File: src/rtl/bls_pkg.sv
// Shared types for the byte-lane bus sequencer.
// Assumes a bus with exactly two byte lanes.
package bls_pkg;

    localparam int BLS_ADDR_W = 20;
    localparam int BLS_DATA_W = 16;

    // Phases of a single bus cycle, plus idle
    typedef enum logic [2:0] {
        PH_IDLE,
        PH_ADDR,
        PH_XFER1,
        PH_XFER2,
        PH_END
    } bus_phase_e;

    // How captured lane data lands in the returned word
    typedef enum logic [2:0] {
        CAP_LO_BYTE,
        CAP_HI_BYTE,
        CAP_WORD,
        CAP_FIRST_HALF,
        CAP_SECOND_HALF
    } capture_e;

    // Per-bus-cycle lane plan
    typedef struct packed {
        logic     bhe_n;
        capture_e cap;
    } lane_plan_t;

endpackage

File: src/rtl/bls_access_plan.sv
// Works out, for the current bus cycle of a latched request, the
// address, the lane enable, the read capture mode and the write lanes.
// Purely combinational; assumes the request is held stable while busy.
module bls_access_plan
    import bls_pkg::*;
#(
    parameter int ADDR_W = BLS_ADDR_W,
    parameter int DATA_W = BLS_DATA_W
) (
    input  logic              req_word,
    input  logic [ADDR_W-1:0] req_addr,
    input  logic [DATA_W-1:0] req_wdata,
    input  logic              second_half,
    output logic              split,
    output logic [ADDR_W-1:0] cyc_addr,
    output lane_plan_t        plan,
    output logic [DATA_W-1:0] cyc_wdata
);
    localparam int HALF  = DATA_W / 2;
    localparam int LANES = DATA_W / HALF;

    logic [HALF-1:0]   wr_byte;
    logic [DATA_W-1:0] wr_rep;

    // A word at an odd address needs two byte cycles
    assign split = req_word & req_addr[0];

    // Second half moves to the next byte, wrapping at the top
    assign cyc_addr = second_half ? (req_addr + ADDR_W'(1)) : req_addr;

    // Lane enable, capture mode and byte to write for this cycle
    always_comb begin
        wr_byte = req_wdata[HALF-1:0];
        if (!req_word) begin
            plan.bhe_n = ~req_addr[0];
            plan.cap   = req_addr[0] ? CAP_HI_BYTE : CAP_LO_BYTE;
        end else if (!req_addr[0]) begin
            plan.bhe_n = 1'b0;
            plan.cap   = CAP_WORD;
        end else if (!second_half) begin
            plan.bhe_n = 1'b0;
            plan.cap   = CAP_FIRST_HALF;
        end else begin
            plan.bhe_n = 1'b1;
            plan.cap   = CAP_SECOND_HALF;
            wr_byte    = req_wdata[DATA_W-1:HALF];
        end
    end

    // Copy the byte to write onto every lane
    for (genvar l = 0; l < LANES; l++) begin : g_rep
        assign wr_rep[l*HALF +: HALF] = wr_byte;
    end

    // An aligned word passes through; everything else uses the copies
    assign cyc_wdata = (plan.cap == CAP_WORD) ? req_wdata : wr_rep;

endmodule

File: src/rtl/bls_cycle_fsm.sv
// Steps through the four clocks of each bus cycle and, for a split
// word, through a second cycle. Ready is sampled in the second
// transfer clock only. Done is high in the end clock of the last cycle.
module bls_cycle_fsm
    import bls_pkg::*;
(
    input  logic       clk,
    input  logic       rst_n,
    input  logic       start,
    input  logic       split,
    input  logic       bus_ready,
    output bus_phase_e phase,
    output logic       second_half,
    output logic       capture,
    output logic       done,
    output logic       idle
);
    // Phase and half-index sequencing
    always_ff @(posedge clk) begin
        if (!rst_n) begin
            phase       <= PH_IDLE;
            second_half <= 1'b0;
        end else begin
            unique case (phase)
                PH_IDLE: begin
                    if (start) begin
                        phase       <= PH_ADDR;
                        second_half <= 1'b0;
                    end
                end
                PH_ADDR:  phase <= PH_XFER1;
                PH_XFER1: phase <= PH_XFER2;
                PH_XFER2: if (bus_ready) phase <= PH_END;
                PH_END: begin
                    if (split && !second_half) begin
                        phase       <= PH_ADDR;
                        second_half <= 1'b1;
                    end else begin
                        phase <= PH_IDLE;
                    end
                end
                default: phase <= PH_IDLE;
            endcase
        end
    end

    // Decoded status of the current clock
    assign capture = (phase == PH_XFER2) && bus_ready;
    assign done    = (phase == PH_END) && (!split || second_half);
    assign idle    = (phase == PH_IDLE);

endmodule

File: src/rtl/bls_read_merge.sv
// Captures lane data at the end of each read transfer and lines it up
// into the returned word. The first half of a split word fills the low
// byte; the second half fills the high byte and keeps the first.
module bls_read_merge
    import bls_pkg::*;
#(
    parameter int DATA_W = BLS_DATA_W
) (
    input  logic              clk,
    input  logic              rst_n,
    input  logic              capture,
    input  capture_e          cap,
    input  logic [DATA_W-1:0] bus_din,
    output logic [DATA_W-1:0] rdata
);
    localparam int HALF = DATA_W / 2;

    // Read data register, updated on each capture
    always_ff @(posedge clk) begin
        if (!rst_n) begin
            rdata <= '0;
        end else if (capture) begin
            unique case (cap)
                CAP_LO_BYTE:     rdata <= {{HALF{1'b0}}, bus_din[HALF-1:0]};
                CAP_HI_BYTE:     rdata <= {{HALF{1'b0}}, bus_din[DATA_W-1:HALF]};
                CAP_WORD:        rdata <= bus_din;
                CAP_FIRST_HALF:  rdata <= {{HALF{1'b0}}, bus_din[DATA_W-1:HALF]};
                CAP_SECOND_HALF: rdata <= {bus_din[HALF-1:0], rdata[HALF-1:0]};
                default:         rdata <= rdata;
            endcase
        end
    end

endmodule

File: src/rtl/bus_lane_sequencer.sv
// Top of the byte-lane bus sequencer. Latches a byte or word request
// when idle, runs one or two four-clock bus cycles with lane enables,
// steers write data onto the lanes, and returns aligned read data with
// a one-clock done pulse. Assumes the core waits for idle to issue.
module bus_lane_sequencer
    import bls_pkg::*;
#(
    parameter int ADDR_W = BLS_ADDR_W,
    parameter int DATA_W = BLS_DATA_W
) (
    input  logic              clk,
    input  logic              rst_n,
    input  logic              req_valid,
    input  logic              req_write,
    input  logic              req_word,
    input  logic [ADDR_W-1:0] req_addr,
    input  logic [DATA_W-1:0] req_wdata,
    output logic              idle,
    output logic              done,
    output logic [DATA_W-1:0] rdata,
    output logic [ADDR_W-1:1] bus_addr,
    output logic              bus_a0,
    output logic              bus_bhe_n,
    output logic              bus_ale,
    output logic              bus_rd,
    output logic              bus_wr,
    output logic [DATA_W-1:0] bus_dout,
    input  logic [DATA_W-1:0] bus_din,
    input  logic              bus_ready
);
    logic              start;
    logic              r_write;
    logic              r_word;
    logic [ADDR_W-1:0] r_addr;
    logic [DATA_W-1:0] r_wdata;
    logic              split;
    logic              second_half;
    logic              capture;
    logic              active;
    logic              strobe;
    logic [ADDR_W-1:0] cyc_addr;
    logic [DATA_W-1:0] cyc_wdata;
    lane_plan_t        plan;
    bus_phase_e        phase;

    assign start = req_valid && idle;

    // Latch the request at acceptance
    always_ff @(posedge clk) begin
        if (!rst_n) begin
            r_write <= 1'b0;
            r_word  <= 1'b0;
            r_addr  <= '0;
            r_wdata <= '0;
        end else if (start) begin
            r_write <= req_write;
            r_word  <= req_word;
            r_addr  <= req_addr;
            r_wdata <= req_wdata;
        end
    end

    bls_access_plan #(
        .ADDR_W (ADDR_W),
        .DATA_W (DATA_W)
    ) u_plan (
        .req_word    (r_word),
        .req_addr    (r_addr),
        .req_wdata   (r_wdata),
        .second_half (second_half),
        .split       (split),
        .cyc_addr    (cyc_addr),
        .plan        (plan),
        .cyc_wdata   (cyc_wdata)
    );

    bls_cycle_fsm u_fsm (
        .clk         (clk),
        .rst_n       (rst_n),
        .start       (start),
        .split       (split),
        .bus_ready   (bus_ready),
        .phase       (phase),
        .second_half (second_half),
        .capture     (capture),
        .done        (done),
        .idle        (idle)
    );

    bls_read_merge #(
        .DATA_W (DATA_W)
    ) u_merge (
        .clk     (clk),
        .rst_n   (rst_n),
        .capture (capture && !r_write),
        .cap     (plan.cap),
        .bus_din (bus_din),
        .rdata   (rdata)
    );

    // Bus-side decode of the current phase
    assign active    = (phase != PH_IDLE);
    assign strobe    = (phase == PH_XFER1) || (phase == PH_XFER2);
    assign bus_addr  = active ? cyc_addr[ADDR_W-1:1] : '0;
    assign bus_a0    = active && cyc_addr[0];
    assign bus_bhe_n = active ? plan.bhe_n : 1'b1;
    assign bus_ale   = (phase == PH_ADDR);
    assign bus_rd    = strobe && !r_write;
    assign bus_wr    = strobe && r_write;
    assign bus_dout  = (r_write && (strobe || phase == PH_END)) ? cyc_wdata : '0;

endmodule

File: config.mk
export PLATFORM = sky130hd
export DESIGN_NAME = bus_lane_sequencer
export DESIGN_NICKNAME = d
export VERILOG_FILES = /design/src/rtl/bls_pkg.sv /design/src/rtl/bls_access_plan.sv /design/src/rtl/bls_cycle_fsm.sv /design/src/rtl/bls_read_merge.sv /design/src/rtl/bus_lane_sequencer.sv
export SDC_FILE = /design/constraint.sdc
export NUM_CORES = 1
export LEC_CHECK = 0
export BUFFER_PORTS_ARGS = -buffer_cell sky130_fd_sc_hd__buf_4
export CAP_MARGIN = 25
export CORE_MARGIN = 3
export CORE_UTILIZATION = 56
export DETAILED_ROUTE_END_ITERATION = 7
export PLACE_DENSITY = 0.87
export RECOVER_POWER = 25
export SYNTH_ARGS = -nofsm -noshare
export SYNTH_HDL_FRONTEND = slang
export SYNTH_HIERARCHICAL = 1
export SYNTH_SLANG_ARGS = --single-unit
File: constraint.sdc
create_clock -name clk -period 5.2 [get_ports clk]
set_clock_uncertainty 0.15 [all_clocks]
set_input_delay 0.78 -clock clk [delete_from_list [all_inputs] [get_ports clk]]
set_output_delay 0.78 -clock clk [all_outputs]
set_load 0.05 [all_outputs]
* After elaboration in Yosys (flattened, before gate mapping)
Cells that the tools add are included.
Operators by class: muxes and demuxes 20, reductions and logical operators 26, eq/ne operators 11, $add $sub $neg 1, bitwise operators 3
Operator list (count):
- one-hot mux 16 bit (4 select lines) | 1
- 2-to-1 mux 16 bit | 2
- 2-to-1 mux 8 bit | 3
- adder 20 x 1 -> 20 bit (second input constant) | 1
- 2-to-1 mux 20 bit | 1
- 2-to-1 mux 19 bit | 1
- one-hot mux 3 bit (5 select lines) | 1
- == test 3 x 2 -> 1 bit (second input constant) | 4
- 2-to-1 mux 4 bit | 3
- logical AND 1 bit | 9
- == test 3 x 1 -> 1 bit (second input constant) | 2
- == test 3 bit (second input constant) | 2
- zero test 3 bit | 2
- 2-to-1 mux 3 bit | 2
- AND reduction 3 bit | 2
- nonzero test 3 bit | 2
- 2-to-1 mux 1 bit | 5
- != test 2 x 1 -> 1 bit (second input constant) | 2
- AND reduction 2 bit | 2
- nonzero test 4 bit | 1
- zero test 1 bit | 3
- logical OR 1 bit | 3
- != test 2 bit (second input constant) | 1
- inverter 1 bit | 2
- 4 further kinds | 4
Word-level totals: logic and storage cells 69, output and inout port bits 58, input bits 58, register bits after elaboration 58

* Logic depth before layout (Yosys ltp)
word-level depth 7, gate-level depth with buffers 9, gate-level depth less buffers 6

* By module
The synthesis kept the hierarchy.
Modules (own cells, without submodules):
- bus_lane_sequencer | cells each 221, times used 1, area each 2109.5 um^2, sequential area each 760.7 um^2
- bls_read_merge | cells each 68, times used 1, area each 754.5 um^2, sequential area each 320.3 um^2
- bls_access_plan | cells each 87, times used 1, area each 678.2 um^2, sequential area each 0.0 um^2
- bls_cycle_fsm | cells each 24, times used 1, area each 217.7 um^2, sequential area each 80.1 um^2

* Worst setup path after synthesis
OpenSTA, ideal clock, no wires.
path kind reg2out, from reg u_fsm.phase[2], to out done, data arrival time 3.149 ns, path slack 1.121 ns, buffers on the path 1, required time 4.270 ns, cell stages (with the launch flop) 4, path through dfxtp_1 > buf_2 > inv_2 > a2111oi_0
Between the ends: cells in the longest elaborated chain, start to end 2
Ends and longest elaborated chain:
- from (decl) | line bls_cycle_fsm.sv:12 | output bus_phase_e phase,
- from (signal assigned) | line bls_cycle_fsm.sv:21 | phase <= PH_IDLE;
- from (signal assigned) | line bls_cycle_fsm.sv:27 | phase <= PH_ADDR;
- from (signal assigned) | line bls_cycle_fsm.sv:31 | PH_ADDR: phase <= PH_XFER1;
- == test 3 bit | line bls_cycle_fsm.sv:49 | assign done = (phase == PH_END) && (!split || second_half);
- logical AND 1 bit | line bls_cycle_fsm.sv:49
- to (decl) | line bus_lane_sequencer.sv:19 | output logic done,
No other way between the ends.

* Worst setup path in the final report
from reg u_fsm.second_half, to out bus_dout[15]
Between the ends: cells in the longest elaborated chain, start to end 6, elaborated cells on any way between the ends 9, classes of those cells 1 x eq/ne; 8 x mux
Ends and longest elaborated chain:
- from (decl) | line bls_cycle_fsm.sv:13 | output logic second_half,
- from (signal assigned) | line bls_cycle_fsm.sv:22 | second_half <= 1'b0;
- from (signal assigned) | line bls_cycle_fsm.sv:28 | second_half <= 1'b0;
- from (signal assigned) | line bls_cycle_fsm.sv:37 | second_half <= 1'b1;
- 2-to-1 mux 4 bit | line bls_access_plan.sv:40 | end else if (!second_half) begin
- 2-to-1 mux 4 bit | line bls_access_plan.sv:37 | end else if (!req_addr[0]) begin
- 2-to-1 mux 4 bit | line bls_access_plan.sv:34 | if (!req_word) begin
- == test 3 x 2 -> 1 bit | line bls_access_plan.sv:56 | assign cyc_wdata = (plan.cap == CAP_WORD) ? req_wdata : wr_rep;
- 2-to-1 mux 16 bit * | line bls_access_plan.sv:56
- via cyc_wdata[15] | line bus_lane_sequencer.sv:42 | logic [DATA_W-1:0] cyc_wdata;
- 2-to-1 mux 16 bit * | line bus_lane_sequencer.sv:110 | assign bus_dout = (r_write && (strobe || phase == PH_END)) ? cyc_wdata : '0;
- to (decl) | line bus_lane_sequencer.sv:27 | output logic [DATA_W-1:0] bus_dout,
The timed path passes the listed nets; every way through them passes the cells marked *.

==> impl_metrics.py <==
metrics = {
    "sta": {
        "fin_ws_ns": 1.77,
        "fin_crit_sh_pct": 65.9,
        "max_slew_margin_pct": -54.0,
        "worst_pin_slew_ns": 2.31,
        "setup_tns_ns": 0,
        "rsz0062_at_grt": "no",
        "hold_viol_final": 0,
        "maxSlewViolCount": 53,
        "holdWs_ns": 0.313,
        "period_minus_slack_ns": 3.43,
        "fmax_mhz": 292,
        "setup_viol": 0,
    },
    "placement": {
        "placed_cells_incl_taps": 560,
        "dp_hpwl_um": 6430,
        "place_congestion": 0.904,
        "portBuffers": 115,
        "dp_slack_ns": 2.14,
    },
    "cells_and_area": {
        "syn_to_final_growth_pct": 23.9,
        "layout.cells.non_filler": 577,
        "antenna_cells": 0,
        "seqCellArea_um2": 1160,
        "fin_nets": 557,
        "multi_input_area_um2": 2320,
        "drive_above_1_share_pct": 31.8,
        "nFillCells": 497,
    },
    "floorplan": {
        "io_pins": 116,
        "core_um2": 6420,
        "num_rows": 29,
        "initial_core_util_pct": 58.5,
        "dieArea_um2": 7730,
        "fp.dieH_um": 87.9,
        "die_w_um": 87.9,
    },
    "logic_synthesis": {
        "yosys_warnings": 6,
        "yosys.area.top_type": "dfxtp_1",
        "yosys-top-cells-area": "dfxtp_1 31%, o21a_1 7.6%, a21boi_0 7.0%, and3_1 6.5%, mux2_2 5.4%",
        "synthCells": 400,
        "synth-main-ff-cell": "dfxtp_1",
        "syn_nets": 462,
        "ys_seq_area_share_pct": 30.9,
        "synth-seq-cells": 58,
        "syn_area_um2": 3760,
        "syn_area_per_cell_um2": 9.40,
        "yosysUniqueCellTypes": 55,
        "synth_top_area_share_pct": 30.9,
        "synthArstFlopShare_pct": 0,
        "synth_edf_count": 0,
    },
    "clocking": {
        "cts_inserted_buffers": 9,
        "tritoncts": "built",
        "path_clk_slew_ns": 0.07,
        "clock_latency_ns": 0.34,
        "cts_max_level": 3,
        "cts_buffer_depth": 2,
        "cts_sinks": 58,
        "cts_resized": 0,
        "root_buffer": "clkbuf_8",
        "post-cts-setup-buffer-count": 0,
        "ctsHoldBuffers": 0,
    },
    "global_routing": {
        "grt_max_degree": 78,
        "grt_first_pass_wirelength_um": 14600,
        "grt_overflow": 0,
        "first_global_vias": 3086,
        "antenna_found_initial": 0,
        "track_usage_pct": 23.9,
    },
    "route": {
        "num_vias": 3304,
        "totalWireLength_um": 9100,
        "drtIter0Drc": 132,
        "drcViolationCount": 0,
        "wire_per_inst_um": 15.8,
        "ant_nets": 0,
        "drt_pass1_iterations": 4,
        "avgViaCountPerCell": 5.73,
    },
    "power": {
        "peakVddDrop_mv": 0.169,
        "leakagePower_nw": 2.11,
        "power-per-cell-area_nw_per_um2": 318,
    },
    "setup_path": {
        "critPathLaunch": "u_fsm/second_half$_SDFFE_PN0P_",
        "worst_ep_arrival_time_ns": 2.50,
        "endpoint_kind": "primary output",
        "crit-reg2reg-launch": "u_fsm/phase[2]$_SDFFE_PN0P_",
        "ff2ff_setup_slack_ns": 3.10,
        "startpoint_type": "register",
        "cp_data_required_time_ns": 4.27,
        "critical_path_class": "register to primary output",
        "crit_fanout": 11,
    },
    "run": {
        "drv_cap": 1,
    },
    "worst_hold_path": {
        "worstHoldPathType": "register to register",
        "min-delay-start": "u_merge/rdata[15]$_SDFFE_PN0P_",
    },
    "run_status": {
        "violations": "capacitance limit, slew limit",
        "status": "finished with violations",
    },
}
[state kept, by name, summed over array words and instances, names as in the netlist]
register,cells
u_fsm/phase,3
u_fsm/second_half,1
r_word,1
r_wdata,16
r_write,1
r_addr,20
u_merge/rdata,16
[power by group]
group	switching (mW)	total (mW)	internal (mW)
clock	0.180	0.449	0.269
sequential	0.0548	0.544	0.489
combinational	0.285	0.486	0.201
[metal layers]
layer	part of all wire [%]	wire (µm)	global-route usage, %
met5	0	0	0
met2	45	4100	36.4
met4	3.0	270	11.7
met1	45	4090	31.8
met3	7.0	639	5.55
[critical path: stages (launching register included)]
cell and delay (ns):
dfxtp_1 0.53, inv_1 0.09, ha_1 0.20, nor3_1 0.32, o21ai_2 0.23, mux2_2 0.28
a21boi_0 0.25, buf_4 0.25
[cell usage in the layout, fill, tap and decap left out, types with 2 or more instances in the layout]
cell type  netlist  final
nor3b_1          4      4
xnor2_1          9      9
nor2_1           8      8
mux2i_1          9      9
nor4b_1          2      2
nand2_2          2      2
o21a_1          38     38
and3_1          39     39
nand4_1          3      3
clkbuf_8         0      9
clkbuf_1         5     19
inv_1           10     10
xor2_1           9      9
ha_1             4      4
nor3_1           5      4
mux2_2          18     18
nand3_1          3      3
a22oi_1          8      8
dfxtp_1         58     58
a21boi_2        10     10
and2_1           4      4
bufinv_16        0      2
clkinv_2         0      2
o211a_1          8      8
nor3_2           2      3
o21ai_2          2      2
o2bb2ai_1        8      8
nor2b_1         24     24
buf_4            3    100
a21boi_0        35     35
a21boi_1         9      9
nand2_1         14     14
[kinds of logic (layout without fill, tap and decap cells)]
| group | count (synthesis) | count (layout) | synth area share, % |
|---|---|---|---|
| compound gates | 124 | 124 | 27.1 |
| simple gates | 124 | 124 | 21.3 |
| flops | 58 | 58 | 30.9 |
| buf+inv | 45 | 145 | 7.49 |
| mux | 27 | 27 | 7.79 |
| xor+xnor | 18 | 18 | 4.19 |
| fa+ha+maj | 4 | 4 | 1.33 |
[worst paths after layout]
path                                     to  cells past startpoint
max reg2reg     u_fsm/phase[0]$_SDFFE_PN0P_                      5
max                            bus_dout[15]                      7
min reg2reg  u_merge/rdata[15]$_SDFFE_PN0P_                      1
min          u_merge/rdata[15]$_SDFFE_PN0P_                      1
[Yosys cell counts, types with 8 or more instances]
cell,number
nor2_1,8
o2bb2ai_1,8
dfxtp_1,58
a21boi_1,9
nor2b_1,24
mux2_2,18
o21a_1,38
a22oi_1,8
xnor2_1,9
a21boi_2,10
mux2i_1,9
buf_6,9
buf_2,12
o211a_1,8
a21boi_0,35
nand2_1,14
and3_1,39
inv_1,10
xor2_1,9
[final cells by class]
| type | count | area share [%] |
|---|---|---|
| Clock buffer | 11 | 2.82 |
| Clock inverter | 5 | 1.69 |
| Inverter | 11 | 0.887 |
| Multi-Input combinational cell | 297 | 49.9 |
| Sequential cell | 58 | 24.9 |
| Tap cell | 77 | 2.07 |
| Timing Repair Buffer | 118 | 17.7 |
[metrics by stage]
step	power, mW	util (%)	area [µm²]
floorplan	0.942	-	3760
global placement	1.02	69.9	4490
detailed placement	1.04	70.1	4500
CTS	1.49	73.4	4710
global route	1.56	72.5	4660
finish	1.48	72.5	4660
No activity file was read; power rests on OpenSTA's default activity.
